$ cat src/rtl/ssu_pkg.sv
package ssu_pkg;
  typedef enum logic [1:0] {
    LAYOUT_PLAIN0 = 2'b00,
    LAYOUT_PLAIN1 = 2'b01,
    LAYOUT_FOUR   = 2'b10,
    LAYOUT_SHARED = 2'b11
  } layout_e;

  typedef struct packed {
    logic    rx_en;
    logic    tx_en;
    logic    master;
    layout_e layout;
  } ctrl_t;

  localparam int unsigned CTRL_W   = 5;
  localparam int unsigned REG_CTRL = 0;
  localparam int unsigned REG_STAT = 1;
  localparam int unsigned REG_TXD  = 2;
  localparam int unsigned REG_RXD  = 3;
  localparam int unsigned ST_TXE   = 0;
  localparam int unsigned ST_TEND  = 1;
  localparam int unsigned ST_RXF   = 2;
  localparam int unsigned ST_OVR   = 3;
endpackage

$ cat src/rtl/ssu_pin_map.sv
module ssu_pin_map
  import ssu_pkg::*;
(
  input  logic  clk,
  input  logic  rst,
  input  ctrl_t ctrl,
  output logic  tx_act,
  output logic  rx_act,
  output logic  rx_from_sdo,
  output logic  sck_oe,
  output logic  sdo_oe,
  output logic  sdi_oe
);
  logic shared_line;
  logic swapped;

  assign shared_line = (ctrl.layout == LAYOUT_SHARED);
  assign swapped     = (ctrl.layout == LAYOUT_FOUR) && !ctrl.master;

  assign tx_act      = ctrl.tx_en;
  assign rx_act      = ctrl.rx_en && !(shared_line && ctrl.tx_en);
  assign rx_from_sdo = shared_line || swapped;

  assign sdo_oe = tx_act && !swapped;
  assign sdi_oe = tx_act && swapped;
  assign sck_oe = ctrl.master && (tx_act || rx_act);


  shared_no_sdi_chk: assert property (@(posedge clk) disable iff (rst)
    (ctrl.layout == LAYOUT_SHARED) |-> !sdi_oe);
endmodule

$ cat src/rtl/ssu_sck_gen.sv
module ssu_sck_gen #(
  parameter int unsigned CLK_DIV = 4
) (
  input  logic clk,
  input  logic rst,
  input  logic master,
  input  logic run,
  input  logic sck_i,
  output logic sck_o,
  output logic rise,
  output logic fall
);
  localparam int unsigned DIV_W = (CLK_DIV > 1) ? $clog2(CLK_DIV) : 1;
  localparam int unsigned SYNC_N = 3;

  logic [DIV_W-1:0]  div_q;
  logic              sck_q;
  logic [SYNC_N-1:0] sync_q;
  logic              wrap;

  assign wrap = (div_q == DIV_W'(CLK_DIV - 1));

  always_ff @(posedge clk) begin
    if (rst || !run || !master) begin
      div_q <= '0;
      sck_q <= 1'b0;
    end else if (wrap) begin
      div_q <= '0;
      sck_q <= ~sck_q;
    end else begin
      div_q <= div_q + 1'b1;
    end
  end

  always_ff @(posedge clk) begin
    if (rst) sync_q <= '0;
    else     sync_q <= {sync_q[SYNC_N-2:0], sck_i};
  end

  always_comb begin
    if (master) begin
      rise = run && wrap && !sck_q;
      fall = run && wrap && sck_q;
    end else begin
      rise = sync_q[SYNC_N-2] && !sync_q[SYNC_N-1];
      fall = !sync_q[SYNC_N-2] && sync_q[SYNC_N-1];
    end
  end

  assign sck_o = sck_q;
endmodule

$ cat src/rtl/ssu_shift_engine.sv
module ssu_shift_engine #(
  parameter int unsigned W = 8
) (
  input  logic         clk,
  input  logic         rst,
  input  logic         master,
  input  logic         tx_act,
  input  logic         rx_act,
  input  logic         rx_full,
  input  logic         tx_avail,
  input  logic [W-1:0] tx_byte,
  input  logic         rise,
  input  logic         fall,
  input  logic         rx_bit,
  output logic         load_ack,
  output logic         byte_done,
  output logic         rx_strobe,
  output logic [W-1:0] rx_byte,
  output logic         busy,
  output logic         tx_bit
);
  localparam int unsigned CNT_W = (W > 1) ? $clog2(W) : 1;

  logic             busy_q;
  logic [CNT_W-1:0] cnt_q;
  logic [W-1:0]     txsh_q;
  logic [W-1:0]     rxsh_q;
  logic             arm;
  logic             last;

  assign load_ack  = !busy_q && tx_act && tx_avail;
  assign arm       = !busy_q && !tx_act && rx_act && (!master || !rx_full);
  assign last      = (cnt_q == CNT_W'(W - 1));
  assign rx_byte   = {rxsh_q[W-2:0], rx_bit};
  assign rx_strobe = busy_q && rise && last && rx_act;
  assign byte_done = busy_q && fall && last;
  assign busy      = busy_q;
  assign tx_bit    = txsh_q[W-1];

  always_ff @(posedge clk) begin
    if (rst) begin
      busy_q <= 1'b0;
      cnt_q  <= '0;
      txsh_q <= '0;
      rxsh_q <= '0;
    end else if (load_ack) begin
      busy_q <= 1'b1;
      cnt_q  <= '0;
      txsh_q <= tx_byte;
    end else if (arm) begin
      busy_q <= 1'b1;
      cnt_q  <= '0;
    end else if (busy_q) begin
      if (!(tx_act || rx_act)) begin
        busy_q <= 1'b0;
      end else begin
        if (rise) rxsh_q <= rx_byte;
        if (fall) begin
          txsh_q <= {txsh_q[W-2:0], 1'b0};
          cnt_q  <= cnt_q + 1'b1;
          if (last) busy_q <= 1'b0;
        end
      end
    end
  end


  idle_no_done_chk: assert property (@(posedge clk) disable iff (rst)
    byte_done |=> !busy_q);
endmodule

$ cat src/rtl/sync_serial_port.sv
module sync_serial_port
  import ssu_pkg::*;
#(
  parameter int unsigned DATA_W  = 8,
  parameter int unsigned ADDR_W  = 2,
  parameter int unsigned CLK_DIV = 4
) (
  input  logic              clk,
  input  logic              rst,
  input  logic              wr_en,
  input  logic              rd_en,
  input  logic [ADDR_W-1:0] addr,
  input  logic [DATA_W-1:0] wdata,
  output logic [DATA_W-1:0] rdata,
  output logic              tx_empty,
  output logic              tx_end,
  output logic              rx_full,
  output logic              rx_ovr,
  input  logic              sck_i,
  output logic              sck_o,
  output logic              sck_oe,
  input  logic              sdo_i,
  output logic              sdo_o,
  output logic              sdo_oe,
  input  logic              sdi_i,
  output logic              sdi_o,
  output logic              sdi_oe
);
  localparam int unsigned PAD_CTRL = DATA_W - CTRL_W;
  localparam int unsigned PAD_STAT = DATA_W - 4;

  ctrl_t             ctrl_q;
  logic [DATA_W-1:0] tdr_q;
  logic [DATA_W-1:0] rdr_q;
  logic [DATA_W-1:0] rdata_q;
  logic              txe_q, tend_q, rxf_q, ovr_q;

  logic tx_act, rx_act, rx_from_sdo;
  logic run, rise, fall;
  logic load_ack, byte_done, rx_strobe, busy, tx_bit;
  logic [DATA_W-1:0] rx_byte;
  logic [DATA_W-1:0] tx_byte;
  logic wr_ctrl, wr_stat, wr_txd, rd_rxd;

  assign wr_ctrl = wr_en && (addr == ADDR_W'(REG_CTRL));
  assign wr_stat = wr_en && (addr == ADDR_W'(REG_STAT));
  assign wr_txd  = wr_en && (addr == ADDR_W'(REG_TXD));
  assign rd_rxd  = rd_en && (addr == ADDR_W'(REG_RXD));
  assign tx_byte = wr_txd ? wdata : tdr_q;
  assign run     = busy;

  ssu_pin_map u_pins (
    .clk(clk), .rst(rst), .ctrl(ctrl_q),
    .tx_act(tx_act), .rx_act(rx_act), .rx_from_sdo(rx_from_sdo),
    .sck_oe(sck_oe), .sdo_oe(sdo_oe), .sdi_oe(sdi_oe)
  );

  ssu_sck_gen #(.CLK_DIV(CLK_DIV)) u_sck (
    .clk(clk), .rst(rst), .master(ctrl_q.master), .run(run),
    .sck_i(sck_i), .sck_o(sck_o), .rise(rise), .fall(fall)
  );

  ssu_shift_engine #(.W(DATA_W)) u_shift (
    .clk(clk), .rst(rst), .master(ctrl_q.master),
    .tx_act(tx_act), .rx_act(rx_act), .rx_full(rxf_q),
    .tx_avail(wr_txd || !txe_q), .tx_byte(tx_byte),
    .rise(rise), .fall(fall),
    .rx_bit(rx_from_sdo ? sdo_i : sdi_i),
    .load_ack(load_ack), .byte_done(byte_done), .rx_strobe(rx_strobe),
    .rx_byte(rx_byte), .busy(busy), .tx_bit(tx_bit)
  );

  always_ff @(posedge clk) begin
    if (rst) begin
      ctrl_q <= '0;
      tdr_q  <= '0;
    end else begin
      if (wr_ctrl) ctrl_q <= ctrl_t'(wdata[CTRL_W-1:0]);
      if (wr_txd)  tdr_q  <= wdata;
    end
  end

  always_ff @(posedge clk) begin
    if (rst) begin
      txe_q  <= 1'b1;
      tend_q <= 1'b1;
    end else begin
      if (load_ack)                      txe_q <= 1'b1;
      else if (wr_txd)                   txe_q <= 1'b0;
      else if (wr_stat && !wdata[ST_TXE]) txe_q <= 1'b0;

      if (wr_txd || load_ack)            tend_q <= 1'b0;
      else if (byte_done && txe_q)       tend_q <= 1'b1;
    end
  end

  always_ff @(posedge clk) begin
    if (rst) begin
      rxf_q <= 1'b0;
      ovr_q <= 1'b0;
      rdr_q <= '0;
    end else begin
      if (rx_strobe && !rxf_q) begin
        rxf_q <= 1'b1;
        rdr_q <= rx_byte;
      end else if (rd_rxd) begin
        rxf_q <= 1'b0;
      end
      if (rx_strobe && rxf_q)                ovr_q <= 1'b1;
      else if (wr_stat && !wdata[ST_OVR])    ovr_q <= 1'b0;
    end
  end

  always_ff @(posedge clk) begin
    if (rst) begin
      rdata_q <= '0;
    end else if (rd_en) begin
      case (addr)
        ADDR_W'(REG_CTRL): rdata_q <= {{PAD_CTRL{1'b0}}, ctrl_q};
        ADDR_W'(REG_STAT): rdata_q <= {{PAD_STAT{1'b0}}, ovr_q, rxf_q, tend_q, txe_q};
        ADDR_W'(REG_TXD):  rdata_q <= tdr_q;
        default:           rdata_q <= rdr_q;
      endcase
    end
  end

  assign rdata    = rdata_q;
  assign tx_empty = txe_q;
  assign tx_end   = tend_q;
  assign rx_full  = rxf_q;
  assign rx_ovr   = ovr_q;
  assign sdo_o    = tx_bit;
  assign sdi_o    = tx_bit;


  load_keeps_empty_chk: assert property (@(posedge clk) disable iff (rst)
    load_ack |=> (txe_q && !tend_q));


  queued_write_chk: assert property (@(posedge clk) disable iff (rst)
    (wr_txd && busy) |=> !txe_q);


  rx_capture_chk: assert property (@(posedge clk) disable iff (rst)
    (rx_strobe && !rxf_q) |=> rxf_q);


  overrun_keep_chk: assert property (@(posedge clk) disable iff (rst)
    (rx_strobe && rxf_q) |=> (ovr_q && $stable(rdr_q)));
endmodule

$ cat config.mk
export PLATFORM = sky130hd
export DESIGN_NAME = sync_serial_port
export DESIGN_NICKNAME = d
export VERILOG_FILES = /design/src/rtl/ssu_pkg.sv /design/src/rtl/ssu_pin_map.sv /design/src/rtl/ssu_sck_gen.sv /design/src/rtl/ssu_shift_engine.sv /design/src/rtl/sync_serial_port.sv
export SDC_FILE = /design/constraint.sdc
export NUM_CORES = 1
export LEC_CHECK = 0
export BUFFER_PORTS_ARGS = -buffer_cell sky130_fd_sc_hd__buf_2
export CORE_MARGIN = 3
export CORE_UTILIZATION = 45
export DETAILED_ROUTE_END_ITERATION = 8
export GPL_ROUTABILITY_DRIVEN = 0
export GPL_TIMING_DRIVEN = 0
export PLACE_DENSITY = 0.65
export SLEW_MARGIN = 0
export SYNTH_ARGS = -nofsm -noshare
export SYNTH_HDL_FRONTEND = slang
export SYNTH_SLANG_ARGS = --single-unit
$ cat constraint.sdc
create_clock -name clk -period 2.7 [get_ports clk]
set_input_delay 0.135 -clock clk [delete_from_list [all_inputs] [get_ports clk]]
set_output_delay 0.135 -clock clk [all_outputs]
set_load 0.05 [all_outputs]
Word level (Yosys, flattened, before mapping). Cells that the tools add are included.

Register bits: 58. Bits in latches: 0. Bits in writable memories: 0. Memory bits (read-only): 0. Input bits: 17. Output and inout bits: 18. Memories: 0.

Add/sub/neg operators: 2. $mul: 0. Div/mod/pow operators: 0. Magnitude comparators: 0. Eq/ne operators: 8. Shift operators: 0. Muxes and demuxes: 24. Bitwise operators: 3. Reduce and logical (&&, ||, !) cells: 63.

Operators with widths (count): $mux 8 (6); $logic_and 1x1->1 (30); $pmux 8 s3 (1); $mux 1 (17); $reduce_bool 2->1 (7); $logic_not 1->1 (12); $eq 2x2->1 const B (5); $logic_or 1x1->1 (7); $reduce_and 5->1 (1); $reduce_and 4->1 (1); $reduce_or 2->1 (2); $add 3x1->3 const B (1); $eq 3x3->1 const B (1); $not 1->1 (3); $reduce_and 3->1 (1); $reduce_or 3->1 (1); $add 2x1->2 const B (1); $eq 2x1->1 const B (1); $logic_not 2->1 (1); $ne 2x2->1 const B (1).

Longest topological paths before layout. Gate-level depths: netlist of the first run.

Depth in word-level cells: 9. Gate-level depth with buffers: 7. Depth with buffers taken out: 6.

Modules after synthesis. Synthesis of the first run repeated with hierarchy kept, for this count alone.

Cells, all modules: 258. Area, all modules: 2600.0 sq um.

Modules (own cells, without submodules): sync_serial_port (instances 1, cells an instance 142, area each 1445.1 sq um, seq. area each 660.6 sq um); ssu_shift_engine (instances 1, cells an instance 86, area each 870.8 sq um, seq. area each 380.4 sq um); ssu_sck_gen (instances 1, cells an instance 21, area each 230.2 sq um, seq. area each 120.1 sq um); ssu_pin_map (instances 1, cells an instance 9, area each 53.8 sq um, seq. area each 0.0 sq um).

Worst setup path before layout of the first run. No wires, ideal clock.

Kind: register -> register. Start point: register u_sck.sck_q (netlist: u_sck.sck_o). End point: register u_shift.txsh_q[2]. Setup time: 0.095 ns. Arrival: 1.629 ns. Data required time: 2.605 ns. Slack: 0.976 ns. Stages on the path, launching flop included: 6. Buffers on the path: 1. Period minus slack after synthesis: 1.724 ns. Path through: dfxtp_1 nand4_1 a21oi_4 buf_6 a21oi_1 a221oi_1.

Longest elaborated chain between the ends: 4.

RTL lines: from (decl) (line ssu_sck_gen.sv:17) `logic sck_q;`; from (signal assigned) (line ssu_sck_gen.sv:29) `sck_q <= ~sck_q;`; $logic_and 1x1->1 (line ssu_sck_gen.sv:43) `fall = run && wrap && sck_q;`; $mux 1 (line ssu_sck_gen.sv:41) `if (master) begin`; $reduce_bool 2->1 (no line); $reduce_and 4->1 (no line); to (signal assigned) (line ssu_shift_engine.sv:49) `txsh_q <= tx_byte;`; to (signal assigned) (line ssu_shift_engine.sv:59) `txsh_q <= {txsh_q[W-2:0], 1'b0};`; to (decl) (line ssu_shift_engine.sv:26) `logic [W-1:0] txsh_q;`.

No other way between the ends. A chain may end at the register's enable or synchronous reset.

Worst setup path after layout of the first run.
Start point: register ctrl_q[2] (netlist bit). End point: register rdr_q[6].

Longest elaborated chain between the ends: 5.

RTL lines: from (decl) (line sync_serial_port.sv:32) `ctrl_t ctrl_q;`; from (signal assigned) (line sync_serial_port.sv:78) `if (wr_ctrl) ctrl_q <= ctrl_t'(wdata[CTRL_W-1:0]);`; $mux 1 (line ssu_sck_gen.sv:41); $logic_and 1x1->1 (3 in a row) (line ssu_shift_engine.sv:35) `assign rx_strobe = busy_q && rise && last && rx_act;`; $logic_and 1x1->1 (line sync_serial_port.sv:103) `if (rx_strobe && !rxf_q) begin`; to (signal assigned) (line sync_serial_port.sv:105) `rdr_q <= rx_byte;`; to (decl) (line sync_serial_port.sv:34) `logic [DATA_W-1:0] rdr_q;`.

No other way between the ends.

==> metrics.csv, run 1 <==
stage;metric;value;unit
layout;nets;320;
power_and_ir_drop;power_density;679;nW/µm²
worst_setup_path;cp-start-kind;flop;
layout;drive_gt1_share;23.9;%
floorplan;coreArea;5240;µm²
layout;area_growth;20.1;%
synthesis;syn_area;2500;µm²
grt;grt_pass1_wl;9360;µm
sta;tightest_slew;0.662;ns
grt;antenna_found_initial;0;
sta;clock.fmax;551;MHz
sta;slew_viol_final;0;
detailed_routing;wl_per_cell;15.2;µm
clocking;cts_tree;built;
grt;grt_pass1_vias;1870;
worst_setup_path;endpoint;rdr_q[6]$_SDFFE_PP0P_;
synthesis;synth_seq_cells;58;
worst_setup_path;timing.rr.end;rdr_q[6]$_SDFFE_PP0P_;
worst_setup_path;worstSetupEndpointType;flop;
placed_design;dp_hpwl;4030;µm
sta;slew_headroom;55.9;%
synthesis;synth_edf_count;0;
grt;grt_max_degree;11;
sta;period_minus_slack;1.81;ns
detailed_routing;routed_wl;5700;µm
floorplan;num_io_pins;35;
power_and_ir_drop;total_power;0.00204;W
layout;num_antenna_cells;0;
clocking;insertion_delay;0.34;ns
clocking;clk_pin_slew_worst_paths;0.07;ns
run_status;status;finished, final reports clean;
clocking;cts_hold_buf;1;
synthesis;synth_seq_area_share;46.4;%
floorplan;die_height;80.6;µm
clocking;clock_sinks;58;
sta;finalHoldViolations;0;
sta;tns;0;ns
floorplan;die_w;80.6;µm
floorplan;initial_core_util;47.8;%
floorplan;die_area;6490;µm²
clocking;htree_levels;3;
sta;setup_viol;0;
detailed_routing;viasPerCell;5.33;
synthesis;yosys.cell_types.count;46;
grt;gr-total-overflow;0;
worst_setup_path;worst_r2r_path_depth;5;
power_and_ir_drop;power.leakage;1.21;nW
sta;holdWs;0.00738;ns
synthesis;synthFlopType;dfxtp_1;
detailed_routing;drcViolationCount;0;
worst_setup_path;crit_type;reg2reg;
synthesis;avgSynthCellArea;9.74;µm²
clocking;clock-root-buffer;clkbuf_8;
detailed_routing;ant_nets;0;
clocking;clockBufferDepth;2;
sta;rsz0062_at_grt;false;
layout;filler_cell_count;487;
synthesis;yosys_warnings;0;
placed_design;portBuffers;31;
sta;skew;0.00735;ns
grt;grt_use_total;19.4;%
hold_path;min_path_type;in2reg;
clocking;cts_buffers;9;
power_and_ir_drop;ir_drop;0.460;mV
clocking;post_cts_resized;0;
floorplan;row_count;26;
flow_run;cap_viol_max_count;0;
worst_setup_path;cp.required;2.91;ns
clocking;post_cts_buffers;0;
synthesis;postSynth.asyncResetShare;0;%
detailed_routing;drt_iter0_markers;136;
worst_setup_path;worst-endpoint-arrival;2.02;ns
detailed_routing;via_count;2000;
synthesis;syn-num-nets;277;
synthesis;postSynthCellCount;257;
worst_setup_path;worstReg2RegStart;ctrl_q[2]$_SDFFE_PP0P_;
worst_setup_path;crit_start;ctrl_q[2]$_SDFFE_PP0P_;
sta;period_share;67.2;%
detailed_routing;dr.pass1.iters;4;
worst_setup_path;crit_fanout;10;
worst_setup_path;reg2reg_slack;0.89;ns
per-stage QoR:
stage                     instance area (µm²)  setup slack (ns)  util (%)  instances
after global placement                   2750             0.907      52.4        358
final                                    3010             0.886      57.4        375
after global routing                     3010             0.764      57.4        375
after floorplan                          2500             0.976         -        257
after CTS                                3010             0.886      57.4        375
after detailed placement                 2750             0.901      52.4        358
worst min path at each step:
stage / startpoint / end / slack (ns) / cells past startpoint
global route: sck_i / u_sck.sync_q[0]$_SDFF_PP0_ / 0.04 / 2
CTS: sck_i / u_sck.sync_q[0]$_SDFF_PP0_ / 0.0002 / 2
finish: sck_i / u_sck.sync_q[0]$_SDFF_PP0_ / 0.007 / 2
global placement: sck_i / u_sck.sync_q[0]$_SDFF_PP0_ / 0.35 / 2
floorplan: sck_i / u_sck.sync_q[0]$_SDFF_PP0_ / 0.26 / 1
detailed placement: sck_i / u_sck.sync_q[0]$_SDFF_PP0_ / 0.35 / 2
critical path: stages (launching register included):
cell and delay, ns:
dfxtp_1 0.38, or3b_4 0.45, a2111oi_4 0.36, buf_6 0.22
mux2i_1 0.21, nor2_1 0.06
report_power, final:
part           internal (W)  switching, W
Combinational     0.0000500     0.0000985
Clock              0.000660      0.000344
Sequential         0.000874     0.0000138
cells in the mapped netlist (all sizes together), types with 2 or more instances:
cell type	number	area, µm²
a2111oi	5	62.6
a211oi	5	47.5
a21oi	17	100
a221oi	7	61.3
and3	2	13.8
buf	8	63.8
clkbuf	8	31.3
dfxtp	58	1160
ha	3	37.5
inv	3	11.3
mux2	6	67.6
mux2i	27	270
nand2	7	26.3
nand2b	11	68.8
nand3	8	40.0
nand3b	3	35.0
nor2	49	186
nor2b	3	18.8
o21ai	6	30.0
o22ai	4	25.0
or3b	2	22.5
xnor2	2	17.5
metal layers:
metal	routed length (µm)	GRT usage, %
met5	0	0
met4	122	10.1
met3	250	3.70
met2	2590	29.1
met1	2730	26.1
registers in the layout, summed over array words and instances (netlist names), 2 cells and up:
signal          cells
u_sck.sync_q        3
u_shift.rxsh_q      7
u_sck.div_q         2
u_shift.cnt_q       3
rdr_q               8
ctrl_q              5
rdata               8
tdr_q               8
u_shift.txsh_q      8
cell type report:
cell class	count	area, µm²	share of cell area, %
repair buffers	32	165	5.49
plain buffers	17	104	3.45
multi-input cells	179	1230	40.8
inverters	3	11.3	0.375
clock buffers	11	151	5.04
well taps	70	87.6	2.91
flip-flops and latches	58	1160	38.6
clock inverters	5	100	3.33
cell families (layout without fill, tap and decap cells):
family,Yosys count,in the layout,synth area share [%]
XOR/XNOR,2,2,0.700
multiplexers,33,33,13.5
adder cells (fa/ha/maj),3,3,1.50
flip-flops,58,58,46.4
AO/OA/AOI/OAI,51,51,15.3
AND/OR/NAND/NOR,90,90,18.0
buffers and inverters,20,68,4.60
placed cells by master, fill, tap and decap left out, types with 4 or more instances in the layout:
master and count:
nand2_1 7, a2111oi_0 4, dfxtp_1 58, mux2i_1 27
clkbuf_1 7, a221oi_1 7, clkbuf_8 11, nand2b_1 11
buf_2 34, a21oi_1 15, mux2_2 6, nand3_1 8
o22ai_1 4, o21ai_0 5, nor2_1 48
Power figures use the tool's default switching activity.
==> inputs of run 2 (changes only) <==
--- a/config.mk
+++ b/config.mk
@@ -5,13 +5,13 @@
 export SDC_FILE = /design/constraint.sdc
 export NUM_CORES = 1
 export LEC_CHECK = 0
+export ABC_AREA = 1
 export BUFFER_PORTS_ARGS = -buffer_cell sky130_fd_sc_hd__buf_2
 export CORE_MARGIN = 3
 export CORE_UTILIZATION = 45
 export DETAILED_ROUTE_END_ITERATION = 8
 export GPL_ROUTABILITY_DRIVEN = 0
 export GPL_TIMING_DRIVEN = 0
-export PLACE_DENSITY = 0.65
 export SLEW_MARGIN = 0
 export SYNTH_ARGS = -nofsm -noshare
 export SYNTH_HDL_FRONTEND = slang
==> constraint.sdc (replaced) <==
create_clock -name clk -period 1.7 [get_ports clk]
set_input_delay 0.085 -clock clk [delete_from_list [all_inputs] [get_ports clk]]
set_output_delay 0.085 -clock clk [all_outputs]
set_load 0.05 [all_outputs]
==> metrics.csv, run 2 <==
stage;metric;value;unit
run_status;status;finished, final reports clean;
sta;clock.fmax;640;MHz
layout;nets;438;
synthesis;syn-num-nets;390;
synthesis;postSynthCellCount;370;
grt;gr-total-overflow;0;
floorplan;die_height;82.3;µm
layout;final_common_cell;nand2_1;
synthesis;synth.area.top_cells;dfxtp_1 44%, nand2_1 13%, inv_1 7.2%, a21oi_1 6.3%, nand3_1 6.1%;
detailed_routing;dr.pass1.iters;4;
clocking;htree_levels;3;
power_and_ir_drop;power.leakage;1.42;nW
worst_setup_path;worst-endpoint-arrival;1.48;ns
worst_setup_path;crit_type;reg2out;
detailed_routing;wl_per_cell;13.3;µm
sta;tns;0;ns
synthesis;yosysMostFrequentCell;nand2_1;
layout;num_antenna_cells;0;
worst_setup_path;cp.required;1.62;ns
grt;grt_max_degree;11;
synthesis;synth_seq_area_share;44.3;%
synthesis;syn_area;2620;µm²
floorplan;num_io_pins;35;
detailed_routing;drcViolationCount;0;
layout;final_cell_mix;92 x nand2_1, 57 x dfxtp_1, 50 x inv_1;
sta;slew_headroom;63.2;%
worst_setup_path;cp-start-kind;flop;
synthesis;synth_compound_area_share;13.3;%
synthesis;yosys-top-cells-count;92 x nand2_1, 58 x dfxtp_1, 50 x inv_1;
detailed_routing;drt_iter0_markers;129;
sta;skew;0.00907;ns
sta;finalHoldViolations;0;
synthesis;synthFlopType;dfxtp_1;
detailed_routing;via_count;2459;
power_and_ir_drop;power_density;939;nW/µm²
synthesis;synth_top_family_by_area;simple AND/OR/NAND/NOR gates;
synthesis;synth_top_area_share;44.3;%
sta;period_minus_slack;1.56;ns
synthesis;synthXorXnorAreaFrac;0;%
layout;drive_gt1_share;17.5;%
grt;grt_pass1_wl;10300;µm
synthesis;synth_seq_cells;58;
synthesis;yosys_warnings;0;
worst_setup_path;slowest_stage;dfxtp_2;
floorplan;row_count;27;
floorplan;die_w;82.3;µm
worst_setup_path;crit_fanout;6;
clocking;cts_tree;built;
clocking;insertion_delay;0.34;ns
clocking;clock-root-buffer;clkbuf_8;
detailed_routing;viasPerCell;4.97;
sta;tightest_slew;0.552;ns
detailed_routing;ant_nets;0;
synthesis;avgSynthCellArea;7.08;µm²
clocking;clk_pin_slew_worst_paths;0.07;ns
grt;grt_use_total;20.7;%
clocking;cts_buffers;9;
synthesis;yosys.area_share.adder;1.43;%
synthesis;postSynth.asyncResetShare;0;%
grt;grt_pass1_vias;2101;
worst_setup_path;path_delay_family;buffers and inverters;
sta;period_share;91.9;%
placed_design;portBuffers;31;
sta;setup_viol;0;
floorplan;die_area;6770;µm²
floorplan;coreArea;5570;µm²
placed_design;dp_hpwl;4920;µm
synthesis;synthMuxAreaShare;0;%
synthesis;yosys.cell_types.count;30;
grt;antenna_found_initial;0;
detailed_routing;routed_wl;6600;µm
worst_setup_path;crit_buf_inv;2;
layout;area_growth;19.4;%
worst_setup_path;worstSetupEndpointType;output pin;
power_and_ir_drop;ir_drop;0.566;mV
clocking;clockBufferDepth;2;
synthesis;synth-simple-area-share;29.9;%
worst_setup_path;cpPeakStageDelay;0.36;ns
flow_run;cap_viol_max_count;0;
sta;slew_viol_final;0;
synthesis;synth_top_cell_by_area;dfxtp_1;
sta;rsz0062_at_grt;false;
worst_setup_path;worstPathCellList;inv_1 -> nand3_1 -> nor2_1 -> buf_2;
hold_path;min_path_type;in2reg;
layout;fin_util;56.1;%
synthesis;synth_edf_count;0;
clocking;clock_sinks;58;
floorplan;initial_core_util;47.0;%
[run 2: cell types whose count changed after synthesis, sizes merged, moves of 6 or more]
cell | before | now
mux2 | 6 | 0
mux2i | 27 | 0
o21ai | 6 | 16
nand3 | 8 | 35
a221oi | 7 | 1
nand2 | 7 | 94
a21oi | 17 | 33
inv | 3 | 53
nand2b | 11 | 0
nor2 | 49 | 40
[run 2: path summary, 6_finish.rpt]
kind	start	end	slack [ns]	depth (start not counted)
hold / removal	wdata[4]	ctrl_q[4]$_SDFFE_PP0P_	0.008	3
hold reg to reg	u_sck.sync_q[0]$_SDFF_PP0_	u_sck.sync_q[1]$_SDFF_PP0_	0.41	2
setup / recovery	ctrl_q[2]$_SDFFE_PP0P_	sdi_oe	0.14	4
setup reg to reg	u_shift.cnt_q[0]$_SDFFE_PP0P_	rdr_q[5]$_SDFFE_PP0P_	0.14	8
[run 2: layer usage]
layer	wire length, µm	GRT usage [%]	up-vias
met5	0	0	-
met1	3300	28.6	1094
met2	2720	29.6	73
li1	-	-	1280
met4	151	10.6	0
met3	425	4.99	12
[run 2: through the flow]
step / setup WS [ns] / hold slack (ns) / total power (W) / instance area, µm² / cells
finish: 0.137 / 0.00780 / 0.00294 / 3130 / 495
global route: 0.0133 / 0.0192 / 0.00305 / 3130 / 495
global placement: 0.0225 / 0.287 / 0.00173 / 2860 / 473
floorplan: 0.231 / 0.192 / 0.00164 / 2620 / 370
detailed placement: -0.0150 / 0.291 / 0.00173 / 2860 / 473
CTS: 0.0244 / 0.00264 / 0.00296 / 3090 / 492
[run 2: timing repair]
item,4_1_cts,5_1_grt
resized for setup,1,5
setup buffers,0,3
pin swaps,0,1
hold buffers,3,0
setup endpoints to repair,1,9
hold endpoints to repair,3,0
[run 2: worst min-delay path: stages]
cell     delay (ns)
buf_2          0.10
inv_1          0.06
a21oi_1        0.06
[run 2: area by class of cell]
cell class	count	area (µm²)
clock inverter	5	55.1
inverter	53	201
fill	553	2450
buffer	14	86.3
multi-input combinational	245	1190
tap	72	90.1
clock buffer	11	131
timing repair buffer	37	208
sequential	58	1160
[run 2: cells by family (layout without fill, tap and decap cells)]
family | Yosys count | count (layout)
AOI/OAI and AO/OA | 61 | 61
DFF | 58 | 58
buffers and inverters | 67 | 120
and+or+nand+nor | 181 | 181
adders and majority gates | 3 | 3
[run 2: where the power goes]
part	internal (W)	total, W	leakage [nW]	switching [W]
logic	0.0000845	0.000288	0.855	0.000203
clock network	0.000672	0.00123	0.0893	0.000558
registers	0.00139	0.00142	0.471	0.0000247
